File: src/rtl/plm_pkg.sv
package plm_pkg;
   localparam int ADDR_W        = 2;
   localparam int DATA_W        = 8;
   localparam logic [ADDR_W-1:0] ADDR_CTRL  = 2'd0;
   localparam logic [ADDR_W-1:0] ADDR_STAT  = 2'd1;
   localparam logic [ADDR_W-1:0] ADDR_PHASE = 2'd2;
   localparam int CTRL_EN_BIT    = 7;
   localparam int CTRL_AVG_LSB   = 4;
   localparam int CTRL_MLOST_BIT = 1;
   localparam int CTRL_MLOCK_BIT = 0;
   localparam int STAT_LOCK_BIT  = 6;
   localparam int STAT_LOST_BIT  = 7;

   typedef struct packed {
      logic       en;
      logic [1:0] avg;
      logic       mask_lost;
      logic       mask_lock;
   } ctrl_t;
endpackage

File: src/rtl/plm_sync_edge.sv
module plm_sync_edge #(
   parameter int STAGES = 2
) (
   input  logic clk,
   input  logic rst_n,
   input  logic async_in,
   output logic rise_o
);
   initial begin
      if (STAGES < 2) $error("plm_sync_edge: STAGES must be at least 2");
   end

   logic [STAGES:0] chain;

   genvar g;
   generate
      for (g = 0; g <= STAGES; g++) begin : g_stage
         if (g == 0) begin : g_first
            always_ff @(posedge clk or negedge rst_n) begin
               if (!rst_n) chain[0] <= 1'b0;
               else        chain[0] <= async_in;
            end
         end else begin : g_next
            always_ff @(posedge clk or negedge rst_n) begin
               if (!rst_n) chain[g] <= 1'b0;
               else        chain[g] <= chain[g-1];
            end
         end
      end
   endgenerate

   assign rise_o = chain[STAGES-1] & ~chain[STAGES];
endmodule

File: src/rtl/plm_phase_avg.sv
module plm_phase_avg #(
   parameter int PHASE_W = 6,
   parameter int FRAC_W  = 2,
   parameter int AVG_W   = 2
) (
   input  logic                        clk,
   input  logic                        rst_n,
   input  logic                        restart,
   input  logic                        sample_en,
   input  logic [PHASE_W-1:0]          phase_in,
   input  logic [AVG_W-1:0]            avg_sel,
   output logic                        meas_valid,
   output logic [PHASE_W+FRAC_W-1:0]   meas_val
);
   localparam int MAX_SHIFT = (1 << AVG_W) - 1;
   localparam int SUM_W     = PHASE_W + MAX_SHIFT;
   localparam int CNT_W     = (MAX_SHIFT > 0) ? MAX_SHIFT : 1;
   localparam int SCL_W     = SUM_W + FRAC_W;

   initial begin
      if (AVG_W < 1 || AVG_W > 3) $error("plm_phase_avg: AVG_W out of range");
      if (FRAC_W < AVG_W)         $error("plm_phase_avg: FRAC_W too small");
   end

   logic [SUM_W-1:0] acc_q, sum_next;
   logic [CNT_W-1:0] cnt_q, last_idx;
   logic [SCL_W-1:0] scaled;

   always_comb begin
      last_idx = '0;
      for (int i = 0; i < CNT_W; i++) begin
         if (i < int'(avg_sel)) last_idx[i] = 1'b1;
      end
   end

   assign sum_next   = acc_q + SUM_W'(phase_in);
   assign scaled     = {sum_next, {FRAC_W{1'b0}}} >> avg_sel;
   assign meas_val   = scaled[PHASE_W+FRAC_W-1:0];
   assign meas_valid = sample_en && !restart && (cnt_q == last_idx);

   always_ff @(posedge clk or negedge rst_n) begin
      if (!rst_n) begin
         acc_q <= '0;
         cnt_q <= '0;
      end else if (restart || meas_valid) begin
         acc_q <= '0;
         cnt_q <= '0;
      end else if (sample_en) begin
         acc_q <= sum_next;
         cnt_q <= cnt_q + 1'b1;
      end
   end
endmodule

File: src/rtl/plm_lock_track.sv
module plm_lock_track #(
   parameter int READ_W    = 8,
   parameter int AVG_W     = 2,
   parameter int LOCK_BASE = 11,
   parameter int CNT_W     = 4
) (
   input  logic              clk,
   input  logic              rst_n,
   input  logic              restart,
   input  logic              meas_valid,
   input  logic [READ_W-1:0] meas_val,
   input  logic [AVG_W-1:0]  avg_sel,
   input  logic              lost_clr,
   output logic              locked,
   output logic              lost,
   output logic [READ_W-1:0] phase_q
);
   localparam int MAX_AVG = (1 << AVG_W) - 1;

   initial begin
      if (LOCK_BASE + MAX_AVG >= (1 << CNT_W))
         $error("plm_lock_track: CNT_W too narrow for lock target");
   end

   logic              have_ref;
   logic [CNT_W-1:0]  match_q, target;
   logic              same, lost_set;

   assign target   = CNT_W'(LOCK_BASE) + CNT_W'(avg_sel);
   assign same     = have_ref && (meas_val == phase_q);
   assign lost_set = meas_valid && !same && locked;

   always_ff @(posedge clk or negedge rst_n) begin
      if (!rst_n) begin
         have_ref <= 1'b0;
         match_q  <= '0;
         locked   <= 1'b0;
         phase_q  <= '0;
      end else if (restart) begin
         have_ref <= 1'b0;
         match_q  <= '0;
         locked   <= 1'b0;
         phase_q  <= '0;
      end else if (meas_valid) begin
         have_ref <= 1'b1;
         phase_q  <= meas_val;
         if (same) begin
            if (match_q != {CNT_W{1'b1}}) match_q <= match_q + 1'b1;
            if ((match_q + 1'b1) >= target) locked <= 1'b1;
         end else begin
            match_q <= CNT_W'(1);
            locked  <= 1'b0;
         end
      end
   end

   always_ff @(posedge clk or negedge rst_n) begin
      if (!rst_n)        lost <= 1'b0;
      else if (lost_set) lost <= 1'b1;
      else if (lost_clr) lost <= 1'b0;
   end
endmodule

File: src/rtl/phase_lock_monitor.sv
module phase_lock_monitor #(
   parameter int PHASE_W     = 6,
   parameter int FRAC_W      = 2,
   parameter int AVG_W       = 2,
   parameter int LOCK_BASE   = 11,
   parameter int SYNC_STAGES = 2
) (
   input  logic                      clk,
   input  logic                      rst_n,
   input  logic                      sync_in,
   input  logic [PHASE_W-1:0]        phase_cnt,
   input  logic                      wr_en,
   input  logic [plm_pkg::ADDR_W-1:0] wr_addr,
   input  logic [plm_pkg::DATA_W-1:0] wr_data,
   input  logic [plm_pkg::ADDR_W-1:0] rd_addr,
   output logic [plm_pkg::DATA_W-1:0] rd_data,
   output logic                      irq_lock,
   output logic                      irq_lost
);
   import plm_pkg::*;

   localparam int READ_W = PHASE_W + FRAC_W;
   localparam int CNT_W  = $clog2(LOCK_BASE + (1 << AVG_W));

   initial begin
      if (READ_W != DATA_W) $error("phase_lock_monitor: readback must be DATA_W bits");
      if (AVG_W != 2)       $error("phase_lock_monitor: control layout holds a 2-bit average field");
   end

   ctrl_t             ctrl_q;
   logic              ctrl_wr, stat_clr, rise, meas_valid;
   logic [READ_W-1:0] meas_val, phase_q;
   logic              locked, lost;

   assign ctrl_wr  = wr_en && (wr_addr == ADDR_CTRL);
   assign stat_clr = wr_en && (wr_addr == ADDR_STAT) && !wr_data[STAT_LOST_BIT];

   always_ff @(posedge clk or negedge rst_n) begin
      if (!rst_n) ctrl_q <= '0;
      else if (ctrl_wr) begin
         ctrl_q.en        <= wr_data[CTRL_EN_BIT];
         ctrl_q.avg       <= wr_data[CTRL_AVG_LSB +: 2];
         ctrl_q.mask_lost <= wr_data[CTRL_MLOST_BIT];
         ctrl_q.mask_lock <= wr_data[CTRL_MLOCK_BIT];
      end
   end

   plm_sync_edge #(.STAGES(SYNC_STAGES)) u_edge (
      .clk(clk), .rst_n(rst_n), .async_in(sync_in), .rise_o(rise)
   );

   plm_phase_avg #(.PHASE_W(PHASE_W), .FRAC_W(FRAC_W), .AVG_W(AVG_W)) u_avg (
      .clk(clk), .rst_n(rst_n), .restart(ctrl_wr),
      .sample_en(rise && ctrl_q.en), .phase_in(phase_cnt),
      .avg_sel(ctrl_q.avg), .meas_valid(meas_valid), .meas_val(meas_val)
   );

   plm_lock_track #(.READ_W(READ_W), .AVG_W(AVG_W), .LOCK_BASE(LOCK_BASE), .CNT_W(CNT_W)) u_lock (
      .clk(clk), .rst_n(rst_n), .restart(ctrl_wr), .meas_valid(meas_valid),
      .meas_val(meas_val), .avg_sel(ctrl_q.avg), .lost_clr(stat_clr),
      .locked(locked), .lost(lost), .phase_q(phase_q)
   );

   always_comb begin
      rd_data = '0;
      unique case (rd_addr)
         ADDR_CTRL: begin
            rd_data[CTRL_EN_BIT]            = ctrl_q.en;
            rd_data[CTRL_AVG_LSB +: 2]      = ctrl_q.avg;
            rd_data[CTRL_MLOST_BIT]         = ctrl_q.mask_lost;
            rd_data[CTRL_MLOCK_BIT]         = ctrl_q.mask_lock;
         end
         ADDR_STAT: begin
            rd_data[STAT_LOCK_BIT] = locked;
            rd_data[STAT_LOST_BIT] = lost;
         end
         ADDR_PHASE: rd_data = phase_q;
         default:    rd_data = '0;
      endcase
   end

   assign irq_lock = locked && ctrl_q.mask_lock;
   assign irq_lost = lost && ctrl_q.mask_lost;
endmodule

File: config.mk
export PLATFORM = sky130hd
export DESIGN_NAME = phase_lock_monitor
export DESIGN_NICKNAME = d
export VERILOG_FILES = /design/src/rtl/plm_pkg.sv /design/src/rtl/plm_sync_edge.sv /design/src/rtl/plm_phase_avg.sv /design/src/rtl/plm_lock_track.sv /design/src/rtl/phase_lock_monitor.sv
export SDC_FILE = /design/constraint.sdc
export NUM_CORES = 1
export LEC_CHECK = 0
export BUFFER_PORTS_ARGS = -buffer_cell sky130_fd_sc_hd__buf_2
export CAP_MARGIN = 25
export CORE_UTILIZATION = 28
export CTS_CLUSTER_DIAMETER = 80
export DETAILED_ROUTE_END_ITERATION = 7
export PLACE_DENSITY = 0.42
export SLEW_MARGIN = 20
export SYNTH_ARGS = -nofsm -noshare
export SYNTH_HDL_FRONTEND = slang
export SYNTH_SLANG_ARGS = --single-unit
File: constraint.sdc
create_clock -name clk -period 3.47 [get_ports clk]
set_input_delay 0 -clock clk [delete_from_list [all_inputs] [get_ports clk]]
set_output_delay 0 -clock clk [all_outputs]
set_load 0.03 [all_outputs]
* Word level (Yosys, flattened, before mapping) *
Index checks and enable logic that the tools add are counted.

storage, ports and cells
  logic and storage cells = 81
  input bits = 22
  output and inout port bits = 10
  register bits = 35

cells by class
  bitwise operators = 2
  reductions and logical operators = 22
  $lt $le $gt $ge = 4
  multiplexer cells = 26
  shift operators = 1
  equality and inequality tests = 8
  add/subtract/negate cells = 4

operator list
  cell                   count
  $mux W9                2
  $mux W4                4
  $mux W8                2
  $logic_and A1 B1 Y1    11
  $mux W1                11
  $shr A11 B2 Y8         1
  $add A9 B6 Y9          1
  $eq A8 B8 Y1           1
  $pmux W2 S2            2
  $mux W3                2
  $ne A3 B3 Y1 const B   2
  $reduce_bool A2 Y1     3
  $add A4 B1 Y4 const B  1
  $add A4 B2 Y4 const A  1
  $eq A2 B1 Y1 const B   2
  $ge A4 B4 Y1           1
  $logic_not A2 Y1       2
  $lt A1 B2 Y1 const A   2
  $ne A4 B4 Y1 const B   1
  $reduce_and A2 Y1      2
  $add A3 B1 Y3 const B  1
  $eq A3 B3 Y1           1
  $logic_not A1 Y1       3
  $pmux W1 S3            1
  other kinds (7)        7

* Logic depth before layout (Yosys ltp) *
Gate-level depths: netlist (run 1).

  word-level depth = 8
  depth in mapped cells = 11
  depth with buffers taken out = 11

* Modules after synthesis *
Synthesis (run 1) repeated with hierarchy kept, for this count alone.

second synthesis, totals
  cells, all modules = 256
  area total of the unflattened synthesis = 2469.9 µm²

modules (own cells, without submodules)
  module              cells each  area an instance (µm²)  seq. area each (µm²)  times used
  plm_phase_avg       140         1174.9                  300.3                 1
  plm_lock_track      81          844.6                   375.4                 1
  phase_lock_monitor  31          361.6                   125.1                 1
  plm_sync_edge       4           88.8                    75.1                  1

* Worst setup path after synthesis (run 1) *
Ideal clock, no wire load.

  kind = reg2reg
  start = register u_avg.acc_q[0]
  end = register u_lock.lost
  stages on the path, launching flop included = 12
  setup time = 0.122 ns
  data arrival time = 2.852 ns
  buffers on the path = 0
  required time = 3.348 ns
  period minus slack after synthesis = 2.974 ns
  path slack = 0.496 ns
  cell sequence = dfrtp_1 > ha_1 > inv_1 > fa_1 > nor3b_1 > a311o_1 > xnor2_1 > o311ai_1 > a2111o_1 > a2111oi_4 > nand2_2 > a32o_1

on the way
  word-level cells in the longest chain between the ends = 8
  elaborated cells between the ends (all ways) = 9
  those cells by class = add/sub (1); eq/ne (1); shift (1); mux (1); reduce/logical (5)

RTL lines
  item                                           line                  source
  start: declaration                             plm_phase_avg.sv:25   logic [SUM_W-1:0] acc_q, sum_next;
  start signal: assignment                       plm_phase_avg.sv:49   acc_q <= sum_next;
  $add A9 B6 Y9 *                                plm_phase_avg.sv:36   assign sum_next = acc_q + SUM_W'(phase_in);
  $shr A11 B2 Y8 *                               plm_phase_avg.sv:37   assign scaled = {sum_next, {FRAC_W{1'b0}}} >> avg_sel;
  $eq A8 B8 Y1 *                                 plm_lock_track.sv:30  assign same = have_ref && (meas_val == phase_q);
  $logic_and A1 B1 Y1 *                          plm_lock_track.sv:30
  $logic_not A1 Y1 *                             plm_lock_track.sv:31  assign lost_set = meas_valid && !same && locked;
  $logic_and A1 B1 Y1 * (2 in a row)             plm_lock_track.sv:31
  $mux W1 or $reduce_bool A2 Y1 (tied branches)  --
  end signal: assignment                         plm_lock_track.sv:58  if (!rst_n) lost <= 1'b0;
  end signal: assignment                         plm_lock_track.sv:59  else if (lost_set) lost <= 1'b1;
  end signal: assignment                         plm_lock_track.sv:60  else if (lost_clr) lost <= 1'b0;
  end: declaration                               plm_lock_track.sv:15  output logic lost,

Every way passes the cells marked *; elsewhere a longest branch is shown, timed or not.
A chain may end at the register's enable or synchronous reset.

* Worst setup path in the final report (run 1) *
Same ends and word-level chain as after synthesis.

==> out/results.ini, run 1 <==
[synth]
synth_seq_cells=35
syn_area_per_cell_um2=8.49
synthAdderAreaFrac_pct=8.09
synth_area_um2=2880
synth_xor_area_share_pct=4.87
synth_top_cell_area_share_pct=30.4
synth_flop_cell=dfrtp_1
async_flop_share_pct=100
synth_warnings=0
synth_top_family_by_area=simple AND/OR/NAND/NOR gates
yosysMostFrequentCell=nand2_1
synth_common_cells=nand2_1 (40), dfrtp_1 (35), nor2_1 (25)
synth_cells=339
synthTopCellsByArea=dfrtp_1 (30%), ha_1 (7.4%), nand2_1 (5.2%), a21oi_1 (3.5%), nand3_1 (3.3%)
ys_seq_area_share_pct=30.4
post-synth-top-area-cell=dfrtp_1
ys_types=67
yosys.area_share.simple_pct=25.0
syn-num-nets=379
synth_edf_count=0
synth-compound-area-share_pct=24.6
synth.area.mux_share_pct=2.09

[timing]
post-route-period-util_pct=93.0
final.min_clock_period_ns=3.23
hold_slack_ns=0.0644
tns_ns=0
slew_viol_final=0
rsz0062_at_grt=false
worst_pin_slew_ns=0.862
hold_violations=0
max_freq_ghz=0.310
clock_skew_ns=0.0111
slew_headroom_pct=42.6
setup_violations=0

[floorplanning]
core_area_um2=9860
die-area_um2=10700
die_h_um=103
start_util_pct=29.2
rows=36
ios=32
die_w_um=103

[worst_setup_path]
r2r-start=u_avg.acc_q[0]$_DFFE_PN0P_
crit_path_start_kind=flop
cp_max_fo=5
critPathTopFamily=compound AO/OA/AOI/OAI gates
required_ns=3.66
reg2regPathDepth=11
cp.depth=11
path_buf_inv=1
crit_arrival_ns=3.41
r2r_slack_ns=0.24
critical_path.max_stage_delay_ns=0.48
path_cells=ha_1 > inv_1 > fa_1 > nand2b_1 > a21oi_1 > nor2_1 > o311a_1 > mux2i_1 > a2111oi_4 > nand2_2 > a32o_1
endpoint=u_lock.lost$_DFFE_PN0P_
startpoint=u_avg.acc_q[0]$_DFFE_PN0P_
critical_path_class=reg2reg
end_kind=flop
rr_endpoint=u_lock.lost$_DFFE_PN0P_
cp_slowest_cell=a2111oi_4

[layout]
fin_nets=409
utilization_pct=33.9
fillCellCount=1050
antennaDiodeCount=0
areaGrowthSynthToFinish_pct=16.2
layout-drive-gt1-share_pct=15.4

[clock_network]
cts.clk_slew.worst_paths_ns=0.09
cts_setup_buffers=0
cts_buffers=5
clock_path_buffers=2
cts.sinks=35
cts_root_buf=clkbuf_8
h-tree-depth=2
insertion_delay_ns=0.29
cts_tree=yes

[status]
status=complete, no violations

[power]
combPwrFrac_pct=50.5
p_sw_uw=855
internal-power_uw=1110
leakagePower_uw=0.00148
ir_drop_mv=0.255
p_clk_share_pct=19.8
p_seq_share_pct=29.7
p_per_area_nw_per_um2=587
switching_share_pct=43.5

[detailed_routing]
drc_errors=0
routed_wl_um=7950
final_antenna_net_count=0
num_vias=2639
drtPass1Iterations=4
wl_per_cell_um=15.8
drt_iter0_markers=156
vias_per_cell=5.25

[placement]
place.gp.congestion=0.755
io_buffers=28
dp_hpwl_um=5740

[global_routing]
grt_pass1_wl_um=13000
busiest_layer=met2
antenna_found_initial=0
met3_usage_pct=2.42
grt_max_degree=36
met1_usage_pct=21.9
track_usage_pct=15.9
met2_usage_pct=26.0
grt-ovfl-total=0
grt_pass1_vias=2522

[worst_hold_path]
hp-class=in2reg

[job]
cap_violations=0

==> stage by stage <==
step	area, um^2	total power, uW	worst slack (ns)	cells
2_1_floorplan	2880	1340	0.496	339
3_3_place_gp	3160	1570	0.215	488
3_5_place_dp	3160	1580	0.210	488
4_1_cts	3340	1990	0.182	503
5_1_grt	3340	2130	0.0231	503
6_report	3340	1960	0.242	503
==> what timing repair did <==
item	4_1_cts	5_1_grt
endpoints found under the hold margin	41	0
hold buffers	7	0
resized for setup	0	1
endpoints found under the setup margin	0	3
==> cell families (layout without fill, tap and decap cells) <==
kind of cell / Yosys count / in the layout
and+or+nand+nor: 141 / 141
xor gates and xnor gates: 16 / 16
buffers and inverters: 32 / 63
DFF: 35 / 35
adders and majority gates: 18 / 18
AOI/OAI and AO/OA: 91 / 91
muxes: 6 / 6
==> cell usage in the layout (no fill, tap or decap), types with 3 or more instances in the layout <==
cell type | Yosys | routed
nor4_1 | 5 | 5
dlygate4sd3_1 | 0 | 7
and3_1 | 5 | 5
clkbuf_8 | 0 | 5
o211ai_1 | 3 | 3
buf_2 | 10 | 28
nor2b_1 | 3 | 3
nand3b_1 | 4 | 4
nor3b_1 | 5 | 5
ha_1 | 17 | 17
dfrtp_1 | 35 | 35
nor3_1 | 8 | 8
buf_4 | 0 | 10
nand4_1 | 4 | 4
nand2b_1 | 6 | 6
a2111oi_4 | 3 | 3
mux2i_1 | 6 | 6
inv_1 | 8 | 8
nor2_1 | 25 | 25
a21oi_1 | 20 | 20
xnor2_1 | 8 | 8
nand3_1 | 19 | 19
and2_1 | 5 | 5
nand2_1 | 40 | 40
a31oi_1 | 4 | 4
o21ai_0 | 14 | 14
xor2_1 | 8 | 8
a211oi_1 | 7 | 6
a21o_1 | 5 | 5
a22o_1 | 4 | 4
==> power groups by stage <==
| stage | registers [uW] | logic [uW] | clock network, uW |
|---|---|---|---|
| 2_1_floorplan | 551 | 785 | 0 |
| 3_3_place_gp | 592 | 979 | 0 |
| 3_5_place_dp | 593 | 986 | 0 |
| 4_1_cts | 585 | 997 | 407 |
| 5_1_grt | 599 | 1110 | 421 |
| 6_report | 583 | 991 | 388 |
==> worst register-to-register path, stage by stage, from the launching register on <==
cell and delay [ns]:
dfrtp_1 0.36, ha_1 0.22, inv_1 0.07, fa_1 0.41, nand2b_1 0.24, a21oi_1 0.25, nor2_1 0.09, o311a_1 0.41
mux2i_1 0.18, a2111oi_4 0.48, nand2_2 0.14, a32o_1 0.27
==> routing by layer <==
layer  wire length (um)  part of all wire [%]  up-vias
li1                   -                     -     1306
met1               3940                    50     1286
met2               3730                    47       43
met3                220                   2.8        4
met4                 52                  0.65        0
met5                  0                     0        -
==> how the worst min path moves through the flow <==
stage	slack (ns)	from	cells past startpoint	to
2_1_floorplan	-0.30	rst_n	0	ctrl_q[0]$_DFFE_PN0P_
3_3_place_gp	0.11	sync_in	1	u_edge.chain[0]$_DFF_PN0_
3_5_place_dp	0.11	sync_in	1	u_edge.chain[0]$_DFF_PN0_
4_1_cts	0.05	wr_addr[1]	3	u_lock.lost$_DFFE_PN0P_
5_1_grt	0.07	wr_addr[1]	3	u_lock.lost$_DFFE_PN0P_
6_report	0.06	wr_addr[1]	3	u_lock.lost$_DFFE_PN0P_
==> state kept, by name, indices dropped and copies added (netlist names) <==
signal,count
ctrl_q,5
u_avg.acc_q,9
u_avg.cnt_q,3
u_edge.chain,3
u_lock.have_ref,1
u_lock.locked,1
u_lock.lost,1
u_lock.match_q,4
u_lock.phase_q,8
==> final cells by class <==
class | count | area [um^2] | area share [%]
Tap cell | 133 | 166 | 4.98
Sequential cell | 35 | 876 | 26.2
Timing Repair Buffer | 45 | 285 | 8.53
Clock buffer | 5 | 68.8 | 2.06
Clock inverter | 3 | 43.8 | 1.31
Multi-Input combinational cell | 272 | 1870 | 55.8
Inverter | 10 | 37.5 | 1.12
(Power assumes the default switching activity.)
==> run 2, diff against run 1 <==
Settings changed: BUFFER_PORTS_ARGS -buffer_cell sky130_fd_sc_hd__buf_2 to not set, DONT_BUFFER_PORTS set to 1, PLACE_DENSITY 0.42 to 0.39.
==> out/results.ini, run 2 (same netlist as run 1, synthesis figures left out) <==
[status]
status=complete, no violations

[layout]
antennaDiodeCount=0  ; unchanged
layout_common_cells=nand2_1 (40), dfrtp_1 (35), nor2_1 (25)
largest_register_ffs=9  ; unchanged
fin_nets=385  ; -5.9%
fillCellCount=1061  ; +1.0%
largest_register=u_avg.acc_q
regArea_um2=876  ; unchanged
top_regs=u_avg.acc_q: 9 flops, u_lock.phase_q: 8 flops, ctrl_q: 5 flops
layout-drive-gt1-share_pct=8.99  ; -6.4 points
final_common_cell=nand2_1
multi_input_area_um2=1870  ; +0.13%
areaGrowthSynthToFinish_pct=12.7

[floorplanning]
rows=36  ; unchanged
ios=32  ; unchanged
core_area_um2=9860  ; unchanged
die_h_um=103  ; unchanged
die_w_um=103  ; unchanged
die-area_um2=10700  ; unchanged
start_util_pct=29.2  ; unchanged

[global_routing]
grt-ovfl-total=0  ; unchanged
grt_pass1_vias=2492  ; -1.2%
grt_max_degree=36  ; unchanged
grt_pass1_wl_um=13400  ; +2.7%
track_usage_pct=16.5  ; +0.58 points
antenna_found_initial=0  ; unchanged

[timing]
final.min_clock_period_ns=3.24  ; +0.00875 ns
worst_pin_slew_ns=0.609  ; -0.253 ns
slew_headroom_pct=59.4  ; +17 points
hold_slack_ns=0.0267  ; -0.0377 ns
tns_ns=0  ; unchanged
post-route-period-util_pct=93.3  ; +0.25 points
hold_violations=0  ; unchanged
clock_skew_ns=0.0107  ; -0.000406 ns
rsz0062_at_grt=false
max_freq_ghz=0.309  ; -0.27%
finalWorstSetupSlack_ns=0.233  ; -0.00875 ns
slew_viol_final=0  ; unchanged
setup_violations=0  ; unchanged

[detailed_routing]
vias_per_cell=5.29  ; +0.84%
routed_wl_um=8090  ; +1.8%
drt_iter0_markers=123  ; -21%
wl_per_cell_um=16.9  ; +7.1%
drc_errors=0  ; unchanged
final_antenna_net_count=0  ; unchanged
num_vias=2529  ; -4.2%
drtPass1Iterations=4  ; unchanged

[power]
ir_drop_mv=0.238  ; -6.9%
p_per_area_nw_per_um2=601  ; +2.4%
leakagePower_uw=0.00137  ; -7.4%

[placement]
place.gp.congestion=0.734  ; -2.7%
dp_hpwl_um=5820  ; +1.5%
io_buffers=0  ; -100%
pre_cts_ws_ns=0.173  ; -0.0367 ns

[clock_network]
cts_tree=yes
cts.sinks=35  ; unchanged
cts.clk_slew.worst_paths_ns=0.08  ; about the same
cts_root_buf=clkbuf_8
h-tree-depth=2  ; unchanged
clock_path_buffers=2  ; unchanged
cts_buffers=5  ; unchanged
insertion_delay_ns=0.29  ; about the same

[worst_hold_path]
hold_path_end=u_lock.lost$_DFFE_PN0P_
hold_path_startpoint=wr_addr[0]
hp-class=in2reg
min_delay_path_depth=2  ; -1

[worst_setup_path]
r2r-start=u_avg.acc_q[0]$_DFFE_PN0P_
rr_endpoint=u_lock.lost$_DFFE_PN0P_
crit_arrival_ns=3.41  ; about the same
required_ns=3.65  ; about the same
path_cells=ha_1 > inv_1 > fa_2 > nor3b_1 > a311o_1 > xnor2_1 > o311ai_1 > a2111o_1 > a2111oi_4 > buf_4 > nand2_2 > a32o_1
r2r_slack_ns=0.23  ; about the same
cp_slowest_cell=fa_2
crit_path_start_kind=flop
end_kind=flop
critPathTopFamily=compound AO/OA/AOI/OAI gates
critical_path.max_stage_delay_ns=0.58  ; +0.10 ns
reg2regPathDepth=12  ; +1
path_buf_inv=2  ; +1
cp_max_fo=6  ; +1
critical_path_class=reg2reg

[job]
cap_violations=0  ; unchanged

[run 2: where the power goes]
| part | internal [uW] | leakage, uW | switching, uW |
|---|---|---|---|
| sequential | 483 | 0.000466 | 106 |
| clock | 211 | 0.0000513 | 158 |
| combinational | 409 | 0.000851 | 581 |
[run 2: worst max path at each step]
stage / endpoint / slack, ns / cells after the start / start
after global routing: u_lock.match_q[3]$_DFFE_PN0P_ / 0.008 / 12 / u_avg.acc_q[0]$_DFFE_PN0P_
after global placement: u_lock.lost$_DFFE_PN0P_ / 0.23 / 12 / u_avg.acc_q[0]$_DFFE_PN0P_
after floorplan: u_lock.lost$_DFFE_PN0P_ / 0.50 / 11 / u_avg.acc_q[0]$_DFFE_PN0P_
after CTS: u_lock.lost$_DFFE_PN0P_ / 0.17 / 12 / u_avg.acc_q[0]$_DFFE_PN0P_
after detailed placement: u_lock.lost$_DFFE_PN0P_ / 0.17 / 12 / u_avg.acc_q[0]$_DFFE_PN0P_
final: u_lock.lost$_DFFE_PN0P_ / 0.23 / 12 / u_avg.acc_q[0]$_DFFE_PN0P_
[run 2: final cells by class]
type / instances / share of cell area (%)
multi-input combinational: 272 / 57.6
sequential: 35 / 27.0
timing repair buffer: 21 / 5.87
tap: 133 / 5.14
clock buffer: 6 / 2.24
inverter: 10 / 1.16
clock inverter: 1 / 0.927
[run 2: what timing repair did]
action | CTS | global route
hold buffers | 9 | 0
buffers inserted | 0 | 0
resized for setup | 0 | 3
hold endpoints to repair | 42 | 0
setup endpoints to repair | 0 | 3
[run 2: layer usage]
layer  GRT usage, %  vias to the layer above  wire, um
li1               -                     1256         -
met1           23.6                     1241      4110
met3           2.35                        4       188
met2           26.1                       28      3710
met5              0                        -         0
met4           3.79                        0        83
[run 2: metrics by stage]
stage | cell area (um^2) | utilization [%] | cells | total power [uW]
6_report | 3240 | 32.9 | 478 | 1950
5_1_grt | 3240 | 32.9 | 478 | 2120
4_1_cts | 3230 | 32.8 | 478 | 1960
3_5_place_dp | 3030 | 30.7 | 462 | 1560
3_3_place_gp | 3030 | 30.7 | 462 | 1560
2_1_floorplan | 2880 | - | 339 | 1340
